File: src/rtl/ps2w_pkg.sv
package ps2w_pkg;

    localparam int unsigned PS2W_DATA_W = 8;
    // data bits + parity + stop, all taken after the start bit
    localparam int unsigned PS2W_TAIL_W = PS2W_DATA_W + 2;

    typedef enum logic [1:0] {
        ST_HOLD    = 2'd0,
        ST_LISTEN  = 2'd1,
        ST_RECEIVE = 2'd2
    } ps2w_state_e;

    typedef struct packed {
        logic [PS2W_DATA_W-1:0] data;
        logic                   par_err;
        logic                   frm_err;
    } ps2w_result_t;

    // Split a completed tail (LSB = first data bit) into its fields.
    function automatic ps2w_result_t ps2w_decode(input logic [PS2W_TAIL_W-1:0] tail);
        ps2w_result_t r;
        r.data    = tail[PS2W_DATA_W-1:0];
        r.par_err = ~(^tail[PS2W_DATA_W:0]);
        r.frm_err = ~tail[PS2W_TAIL_W-1];
        return r;
    endfunction

endpackage

File: src/rtl/ps2w_sync.sv
module ps2w_sync #(
    parameter int unsigned     WIDTH   = 2,
    parameter int unsigned     STAGES  = 2,
    parameter logic [WIDTH-1:0] RST_VAL = '0
) (
    input  logic             clk_i,
    input  logic             rst_i,
    input  logic [WIDTH-1:0] d_i,
    output logic [WIDTH-1:0] q_o
);
    logic [WIDTH-1:0] stage_q [STAGES];

    for (genvar s = 0; s < STAGES; s++) begin : g_stage
        always_ff @(posedge clk_i) begin
            if (rst_i) begin
                stage_q[s] <= RST_VAL;
            end else if (s == 0) begin
                stage_q[s] <= d_i;
            end else begin
                stage_q[s] <= stage_q[(s == 0) ? 0 : s-1];
            end
        end
    end

    assign q_o = stage_q[STAGES-1];
endmodule

File: src/rtl/ps2w_fall_det.sv
module ps2w_fall_det (
    input  logic clk_i,
    input  logic rst_i,
    input  logic lvl_i,
    output logic fall_o
);
    logic prev_q;

    always_ff @(posedge clk_i) begin
        if (rst_i) prev_q <= 1'b0;
        else       prev_q <= lvl_i;
    end

    assign fall_o = prev_q & ~lvl_i;
endmodule

File: src/rtl/ps2w_timer.sv
module ps2w_timer #(
    parameter int unsigned LIMIT = 880
) (
    input  logic clk_i,
    input  logic rst_i,
    input  logic run_i,
    input  logic clr_i,
    output logic expired_o
);
    localparam int unsigned CW = (LIMIT < 2) ? 1 : $clog2(LIMIT + 1);
    localparam logic [CW-1:0] LAST = CW'(LIMIT - 1);

    logic [CW-1:0] cnt_q;

    always_ff @(posedge clk_i) begin
        if (rst_i || clr_i || !run_i) begin
            cnt_q <= '0;
        end else if (cnt_q != LAST) begin
            cnt_q <= cnt_q + 1'b1;
        end
    end

    assign expired_o = run_i && !clr_i && (cnt_q == LAST);
endmodule

File: src/rtl/ps2w_shifter.sv
module ps2w_shifter
    import ps2w_pkg::*;
(
    input  logic                   clk_i,
    input  logic                   rst_i,
    input  logic                   clr_i,
    input  logic                   shf_i,
    input  logic                   bit_i,
    output logic [PS2W_TAIL_W-1:0] next_o,
    output logic                   last_o
);
    localparam int unsigned CW = $clog2(PS2W_TAIL_W);
    localparam logic [CW-1:0] LAST = CW'(PS2W_TAIL_W - 1);

    logic [PS2W_TAIL_W-1:0] sh_q;
    logic [CW-1:0]          cnt_q;

    // LSB-first: each new bit enters at the top and moves down
    assign next_o = {bit_i, sh_q[PS2W_TAIL_W-1:1]};
    assign last_o = shf_i && (cnt_q == LAST);

    always_ff @(posedge clk_i) begin
        if (rst_i || clr_i) begin
            sh_q  <= '0;
            cnt_q <= '0;
        end else if (shf_i) begin
            sh_q  <= next_o;
            cnt_q <= last_o ? '0 : cnt_q + 1'b1;
        end
    end
endmodule

File: src/rtl/ps2w_rx.sv
module ps2w_rx
    import ps2w_pkg::*;
#(
    parameter int unsigned WAIT_CYCLES  = 880,
    parameter int unsigned STALL_CYCLES = 1000,
    parameter int unsigned SYNC_STAGES  = 2
) (
    input  logic                   clk_i,
    input  logic                   rst_i,
    input  logic                   frame_tick_i,
    input  logic                   ps2_clk_i,
    input  logic                   ps2_dat_i,
    output logic                   ps2_clk_oe_o,
    output logic [PS2W_DATA_W-1:0] byte_o,
    output logic                   byte_vld_o,
    output logic                   par_err_o,
    output logic                   frm_err_o,
    output logic                   tmo_o
);
    ps2w_state_e state_q, state_d;

    logic [1:0] line_s;
    logic       clk_s, dat_s, fall;
    logic       lis_exp, stall_exp;
    logic       start_hit, shift_en, frame_last;
    logic [PS2W_TAIL_W-1:0] tail_next;

    ps2w_result_t res_q;
    logic         vld_q, tmo_q;

    // clock line reads low at reset because this block is holding it low
    ps2w_sync #(
        .WIDTH  (2),
        .STAGES (SYNC_STAGES),
        .RST_VAL(2'b10)
    ) u_sync (
        .clk_i (clk_i),
        .rst_i (rst_i),
        .d_i   ({ps2_dat_i, ps2_clk_i}),
        .q_o   (line_s)
    );

    assign clk_s = line_s[0];
    assign dat_s = line_s[1];

    ps2w_fall_det u_fall (
        .clk_i  (clk_i),
        .rst_i  (rst_i),
        .lvl_i  (clk_s),
        .fall_o (fall)
    );

    ps2w_timer #(.LIMIT(WAIT_CYCLES)) u_win_tmr (
        .clk_i     (clk_i),
        .rst_i     (rst_i),
        .run_i     (state_q == ST_LISTEN),
        .clr_i     (1'b0),
        .expired_o (lis_exp)
    );

    ps2w_timer #(.LIMIT(STALL_CYCLES)) u_gap_tmr (
        .clk_i     (clk_i),
        .rst_i     (rst_i),
        .run_i     (state_q == ST_RECEIVE),
        .clr_i     (fall),
        .expired_o (stall_exp)
    );

    assign start_hit = (state_q == ST_LISTEN) && fall && !dat_s;
    assign shift_en  = (state_q == ST_RECEIVE) && fall;

    ps2w_shifter u_shift (
        .clk_i  (clk_i),
        .rst_i  (rst_i),
        .clr_i  (start_hit),
        .shf_i  (shift_en),
        .bit_i  (dat_s),
        .next_o (tail_next),
        .last_o (frame_last)
    );

    always_comb begin
        state_d = state_q;
        unique case (state_q)
            ST_HOLD:    if (frame_tick_i) state_d = ST_LISTEN;
            ST_LISTEN: begin
                if (start_hit)    state_d = ST_RECEIVE;
                else if (lis_exp) state_d = ST_HOLD;
            end
            ST_RECEIVE: begin
                if (frame_last)     state_d = ST_HOLD;
                else if (stall_exp) state_d = ST_HOLD;
            end
            default: state_d = ST_HOLD;
        endcase
    end

    always_ff @(posedge clk_i) begin
        if (rst_i) begin
            state_q <= ST_HOLD;
            vld_q   <= 1'b0;
            tmo_q   <= 1'b0;
            res_q   <= '0;
        end else begin
            state_q <= state_d;
            vld_q   <= frame_last;
            tmo_q   <= ((state_q == ST_LISTEN) && !start_hit && lis_exp)
                    || ((state_q == ST_RECEIVE) && !fall && stall_exp);
            if (frame_last) res_q <= ps2w_decode(tail_next);
        end
    end

    assign ps2_clk_oe_o = (state_q == ST_HOLD);
    assign byte_o       = res_q.data;
    assign par_err_o    = res_q.par_err;
    assign frm_err_o    = res_q.frm_err;
    assign byte_vld_o   = vld_q;
    assign tmo_o        = tmo_q;
endmodule

File: config.mk
export PLATFORM = sky130hd
export DESIGN_NAME = ps2w_rx
export DESIGN_NICKNAME = d
export VERILOG_FILES = /design/src/rtl/ps2w_pkg.sv /design/src/rtl/ps2w_sync.sv /design/src/rtl/ps2w_fall_det.sv /design/src/rtl/ps2w_timer.sv /design/src/rtl/ps2w_shifter.sv /design/src/rtl/ps2w_rx.sv
export SDC_FILE = /design/constraint.sdc
export NUM_CORES = 1
export LEC_CHECK = 0
export ABC_AREA = 1
export BUFFER_PORTS_ARGS = -buffer_cell sky130_fd_sc_hd__buf_2
export CORE_UTILIZATION = 53
export DETAILED_ROUTE_END_ITERATION = 7
export GPL_TIMING_DRIVEN = 1
export MAX_ROUTING_LAYER = met4
export PLACE_DENSITY = 0.72
export SETUP_SLACK_MARGIN = 0.1
export SKIP_LAST_GASP = 1
export SYNTH_ARGS = -nofsm -noshare
export SYNTH_HDL_FRONTEND = slang
export SYNTH_HIERARCHICAL = 1
export SYNTH_SLANG_ARGS = --single-unit
File: constraint.sdc
create_clock -name clk_i -period 1.7 [get_ports clk_i]
set_input_delay 0 -clock clk_i [delete_from_list [all_inputs] [get_ports clk_i]]
set_output_delay 0 -clock clk_i [all_outputs]
set_load 0.05 [all_outputs]
# After elaboration in Yosys (flattened, before gate mapping)
# Memories as Yosys holds them, arrays and structs flattened.
# Index checks and enable logic that the tools add are counted.
[classes] add_sub_neg=3 n_eq_ne=10 muxes=12 bitwise_logic=6 n_reduce_logical=23
[op_table] cell="$add A10 B1 Y10 const B" n=2
[op_table] cell="$eq A10 B10 Y1 const B" n=2
[op_table] cell="$ne A10 B10 Y1 const B" n=2
[op_table] cell="$mux W2" n=7
[op_table] cell="$logic_and A1 B1 Y1" n=10
[op_table] cell="$reduce_xor A9 Y1" n=1
[op_table] cell="$ne A3 B3 Y1 const B" n=2
[op_table] cell="$pmux W2 S3" n=1
[op_table] cell="$logic_not A1 Y1" n=5
[op_table] cell="$logic_or A1 B1 Y1" n=5
[op_table] cell="$add A4 B1 Y4 const B" n=1
[op_table] cell="$eq A4 B4 Y1 const B" n=1
[op_table] cell="$mux W4" n=1
[op_table] cell="$mux W1" n=3
[op_table] cell="$not A1 Y1" n=3
[op_table] cell="$reduce_and A3 Y1" n=1
[op_table] cell="$eq A2 B1 Y1 const B" n=1
[op_table] cell="$eq A2 B2 Y1 const B" n=1
[op_table] cell="$logic_not A2 Y1" n=1
[op_table] cell="$ne A2 B2 Y1 const B" n=1
[op_table] cell="$or A1 B1 Y1" n=2
[op_table] cell="$and A1 B1 Y1" n=1
[word_totals] ff_bits=49 mem_bits_rw=4 word_cells=66 memories=1
[memory_table] memory="u_sync.stage_q" depth=2 word_bits=2 read_ports=2 rd_ports_with_merged_regs=0 wr=2 line_no="ps2w_sync.sv:11" source="logic [WIDTH-1:0] stage_q [STAGES];"

# Logic depth before layout (Yosys ltp)
# An unclocked memory read counts as a cell.
[depth] ltp_word=9 depth_mapped=10 depth_no_buf=10

# Modules after synthesis
# Netlist, hierarchy kept.
[by_module_without_submodules] mod="ps2w_rx" n_inst=1 cells_per_inst=89 area_each_um2=641.9 seq_area_each_um2=280.3
[by_module_without_submodules] mod="ps2w_shifter" n_inst=1 cells_per_inst=73 area_each_um2=568.0 seq_area_each_um2=260.2
[by_module_without_submodules] mod="ps2w_timer (u_gap_tmr)" n_inst=1 cells_per_inst=85 area_each_um2=555.5 seq_area_each_um2=200.2
[by_module_without_submodules] mod="ps2w_timer (u_win_tmr)" n_inst=1 cells_per_inst=77 area_each_um2=530.5 seq_area_each_um2=200.2
[by_module_without_submodules] mod="ps2w_sync" n_inst=1 cells_per_inst=13 area_each_um2=113.9 seq_area_each_um2=80.1
[by_module_without_submodules] mod="ps2w_fall_det" n_inst=1 cells_per_inst=5 area_each_um2=37.5 seq_area_each_um2=20.0

# Least setup slack after synthesis
# Ideal clock, no wire load.
[synth_path] path_type="flip-flop to flip-flop" start="reg state_q[1]" end="reg res_q, in the netlist byte_o[2]" setup_time_ns=0.065 arrival_time_ns=1.637 path_slack_ns=-0.002 path_stages_with_launch=9 n_path_buf=2 synth_period_minus_slack_ns=1.702 cell_sequence="dfxtp_1 -> inv_2 -> nor3_1 -> buf_6 -> nand4_4 -> inv_1 -> buf_2 -> o21ai_0 -> nor2_1"
[synth_via] elab_chain_cells=3
[synth_rtl] item="from (decl)" line_no="ps2w_rx.sv:20" source="ps2w_state_e state_q, state_d;"
[synth_rtl] item="from (signal assigned)" line_no="ps2w_rx.sv:105" source="state_q <= state_d;"
[synth_rtl] item="$eq A2 B2 Y1" line_no="ps2w_rx.sv:70" source="assign shift_en = (state_q == ST_RECEIVE) && fall;"
[synth_rtl] item="$logic_and A1 B1 Y1" line_no="ps2w_rx.sv:70"
[synth_rtl] item="via shift_en" line_no="ps2w_rx.sv:25" source="logic start_hit, shift_en, frame_last;"
[synth_rtl] item="$logic_and A1 B1 Y1" line_no="ps2w_shifter.sv:20" source="assign last_o = shf_i && (cnt_q == LAST);"
[synth_rtl] item="via frame_last" line_no="ps2w_rx.sv:25"
[synth_rtl] item="to (signal assigned)" line_no="ps2w_rx.sv:109" source="if (frame_last) res_q <= ps2w_decode(tail_next);"
[synth_rtl] item="to (decl)" line_no="ps2w_rx.sv:28" source="ps2w_result_t res_q;"
# The timed path passes the listed nets, and every way through them passes these cells.
# A chain may end at the register's enable or synchronous reset.

# Worst setup path after layout
[layout_path] start="reg u_win_tmr.cnt_q[0]" end="reg tmo_q (netlist: tmo_o)"
[layout_via] elab_chain_cells=4
[layout_rtl] item="from (decl)" line_no="ps2w_timer.sv:13" source="logic [CW-1:0] cnt_q;"
[layout_rtl] item="from (signal assigned)" line_no="ps2w_timer.sv:19" source="cnt_q <= cnt_q + 1'b1;"
[layout_rtl] item="$eq A10 B10 Y1" line_no="ps2w_timer.sv:23" source="assign expired_o = run_i && !clr_i && (cnt_q == LAST);"
[layout_rtl] item="$logic_and A1 B1 Y1" line_no="ps2w_timer.sv:23"
[layout_rtl] item="via lis_exp" line_no="ps2w_rx.sv:24" source="logic lis_exp, stall_exp;"
[layout_rtl] item="$logic_and A1 B1 Y1" line_no="ps2w_rx.sv:107" source="tmo_q <= ((state_q == ST_LISTEN) && !start_hit && lis_exp)"
[layout_rtl] item="$logic_or A1 B1 Y1" line_no="ps2w_rx.sv:108" source="|| ((state_q == ST_RECEIVE) && !fall && stall_exp);"
[layout_rtl] item="to (signal assigned)" line_no="ps2w_rx.sv:107"
[layout_rtl] item="to (decl)" line_no="ps2w_rx.sv:29" source="logic vld_q, tmo_q;"
# The timed path passes the listed nets, and every way through them passes these cells.

==> results_dict.tcl <==
set metrics [dict create \
    status "finished, final reports clean" \
    cts_tree "yes" \
    htreeDepth 2 \
    ys_seq_elements 52 \
    worstPathArrival_ns 1.75 \
    crit_slowest_cell "dfxtp_2" \
    grt_pass1_vias 1845 \
    total_leakage_power_nw 1.18 \
    clockBufferDepth 2 \
    grt_use_total_pct 20.6 \
    final_cell_area_um2 2840 \
    critPathLaunch "u_win_tmr/cnt_q[0]" \
    slew_viol_final 0 \
    yosys_warnings 6 \
    die_h_um 70.0 \
    layout_setup_ws_ns 0.188 \
    r2r_start "u_win_tmr/cnt_q[0]" \
    ant_nets 0 \
    routedWlPerCell_um 11.2 \
    pin_count 18 \
    worst-endpoint-required_ns 1.94 \
    vias_per_cell 4.83 \
    rsz0062_at_grt "false" \
    core_um2 4380 \
    drv_cap 0 \
    routed_wl_mm 4.79 \
    drc 0 \
    grt_overflow 0 \
    yosysTopAreaCell "dfxtp_1" \
    clkTransAtPathRegs_ns 0.10 \
    initial_core_util_pct 55.8 \
    grt_antenna_before_repair 0 \
    syn_area_per_cell_um2 7.16 \
    first_iter_violations 111 \
    placementRows 24 \
    synth_flop_cell "dfxtp_1" \
    slowest_delay_ns 0.37 \
    crit_type "reg -> reg" \
    cp-start-kind "flip-flop" \
    peakVddDrop_v 0.000461 \
    crit_fanout 4 \
    max_freq_mhz 662 \
    synth_area_leaders "dfxtp_1 (43%), nor2_1 (11%), nand2_1 (9.0%), inv_1 (7.2%), nand3_1 (4.5%)" \
    fin_skew_ns 0.0114 \
    cts-buffers-inserted 5 \
    final.min_clock_period_ns 1.51 \
    synth_common_cells "nor2_1 (70), nand2_1 (59), dfxtp_1 (52)" \
    reg2reg_slack_ns 0.19 \
    pre_cts_slack_ns 0.0204 \
    syn_area_um2 2450 \
    dpl.hpwl_mm 3.23 \
    p_sw_w 0.000454 \
    pwr-share-clk_pct 40.6 \
    clock_sinks 52 \
    yosysMostFrequentCell "nor2_1" \
    rr_worst_depth 7 \
    num_vias 2074 \
    switching_share_pct 20.8 \
    synth_top_area_share_pct 42.5 \
    cp-end-kind "flip-flop" \
    place_congestion 0.836 \
    hold_ws_ns 0.0515 \
    p_seq_share_pct 56.5 \
    p_comb_share_pct 2.9 \
    hold_viol 0 \
    area_growth_pct 16.0 \
    setup_viol 0 \
    synth_edf_count 0 \
    drive_gt1_share_pct 18.3 \
    n_antenna_cell 0 \
    synthDistinctLibCells 28 \
    rr_endpoint "tmo_o" \
    cts_root_buffer "clkbuf_8" \
    synthArstFlopShare_pct 0 \
    power.internal_w 0.00173 \
    portBuffers 17 \
    synth_seq_area_share_pct 42.5 \
    grt_pass1_wl_mm 7.95 \
    nets 385 \
    grt_max_degree 17 \
    powerDensity_nw_per_um2 769 \
    clk_latency_ns 0.30 \
    hp-class "in -> reg" \
    die_x_um 70.0 \
    endpoint "tmo_o" \
    crit_chain "ha_2 -> nand3_2 -> nor2_4 -> nand2_2 -> nor3b_2 -> nand3_1 -> a21oi_2" \
    synth_cells 342 \
    place_area_um2 2610 \
    setup_tns_ns 0 \
    post-route-period-util_pct 88.9 \
    die-area_um2 4890 \
    drtPass1Iterations 4 \
]
-- sequential cells by signal, indices dropped and copies added (netlist names) --
signal           cells
u_shift/cnt_q        4
u_fall/prev_q        1
byte_vld_o           1
u_gap_tmr/cnt_q     10
par_err_o            1
u_shift/sh_q         9
frm_err_o            1
state_q              2
byte_o               8
u_sync/stage_q       4
u_win_tmr/cnt_q     10
tmo_o                1
-- routing by layer --
metal | track usage [%] | routed length (um)
met5 | - | 0
met4 | 7.33 | 29
met2 | 34.3 | 2360
met3 | 3.03 | 113
met1 | 25.5 | 2290
-- final cells by class --
class	instances	area, um^2
clock inverter	2	38.8
timing repair buffer	29	186
tap	52	65.1
sequential	52	1040
timing repair inverter	2	15.0
inverter	50	195
multi-input combinational	236	1210
fill	398	1550
clock buffer	6	82.6
-- critical path: cells and delay by family, from the launching register on --
kind            cells  cell delay (ns)
compound gates      1             0.14
fa+ha+maj           1             0.22
flops               1             0.37
simple gates        5             0.73
-- worst min path at each step --
stage | depth (start not counted) | slack, ns | endpoint | from
finish | 2 | 0.05 | state_q[1] | rst_i
global route | 2 | 0.07 | u_fall/prev_q | rst_i
CTS | 2 | 0.04 | state_q[1] | rst_i
detailed placement | 3 | 0.19 | u_sync/stage_q[0][1] | ps2_dat_i
global placement | 3 | 0.18 | u_sync/stage_q[0][1] | ps2_dat_i
floorplan | 1 | 0.07 | u_fall/prev_q | rst_i
-- logic make-up (layout without fill, tap and decap cells) --
family                     Yosys count  count (layout)  synth area share, %
AOI/OAI and AO/OA                   36              36                 7.52
adders and majority gates            4               4                 2.05
DFF                                 52              52                 42.5
other                                1               2                0.153
xor gates and xnor gates            12              12                 4.29
buffers and inverters               55              89                 9.25
and+or+nand+nor                    182             182                 34.2
-- metrics by stage --
stage	util (%)	total power, W	instances
3_3_place_gp	59.6	0.00132	413
4_1_cts	63.1	0.00220	424
5_1_grt	64.7	0.00225	429
3_5_place_dp	59.6	0.00132	413
2_1_floorplan	-	0.00130	343
6_report	64.7	0.00218	429
-- cell usage in the layout (no fill, tap or decap), types with 4 or more instances in the layout --
master	count
a21oi_1	14
dfxtp_1	50
buf_2	17
buf_4	8
nor2_4	4
nor2_2	8
nand4_1	5
o21ai_0	17
nand2_1	59
xnor2_1	5
xor2_1	7
clkinvlp_4	4
nor2_1	70
clkbuf_8	6
inv_1	45
nand3_1	22
-- what timing repair did --
action	CTS	global route
gates cloned	0	2
endpoints found under the setup margin	7	22
hold buffers	3	0
buffers inserted	0	3
endpoints found under the hold margin	3	0
resized for setup	1	11
pin swaps	0	2
-- power groups by stage --
stage,registers (W),logic [W],clock network [W]
after CTS,0.00123,0.0000619,0.000909
after global placement,0.00126,0.0000558,0
after floorplan,0.00126,0.0000398,0
final,0.00123,0.0000628,0.000887
after global routing,0.00123,0.0000703,0.000948
after detailed placement,0.00126,0.0000561,0
Power figures use the tool's default switching activity.
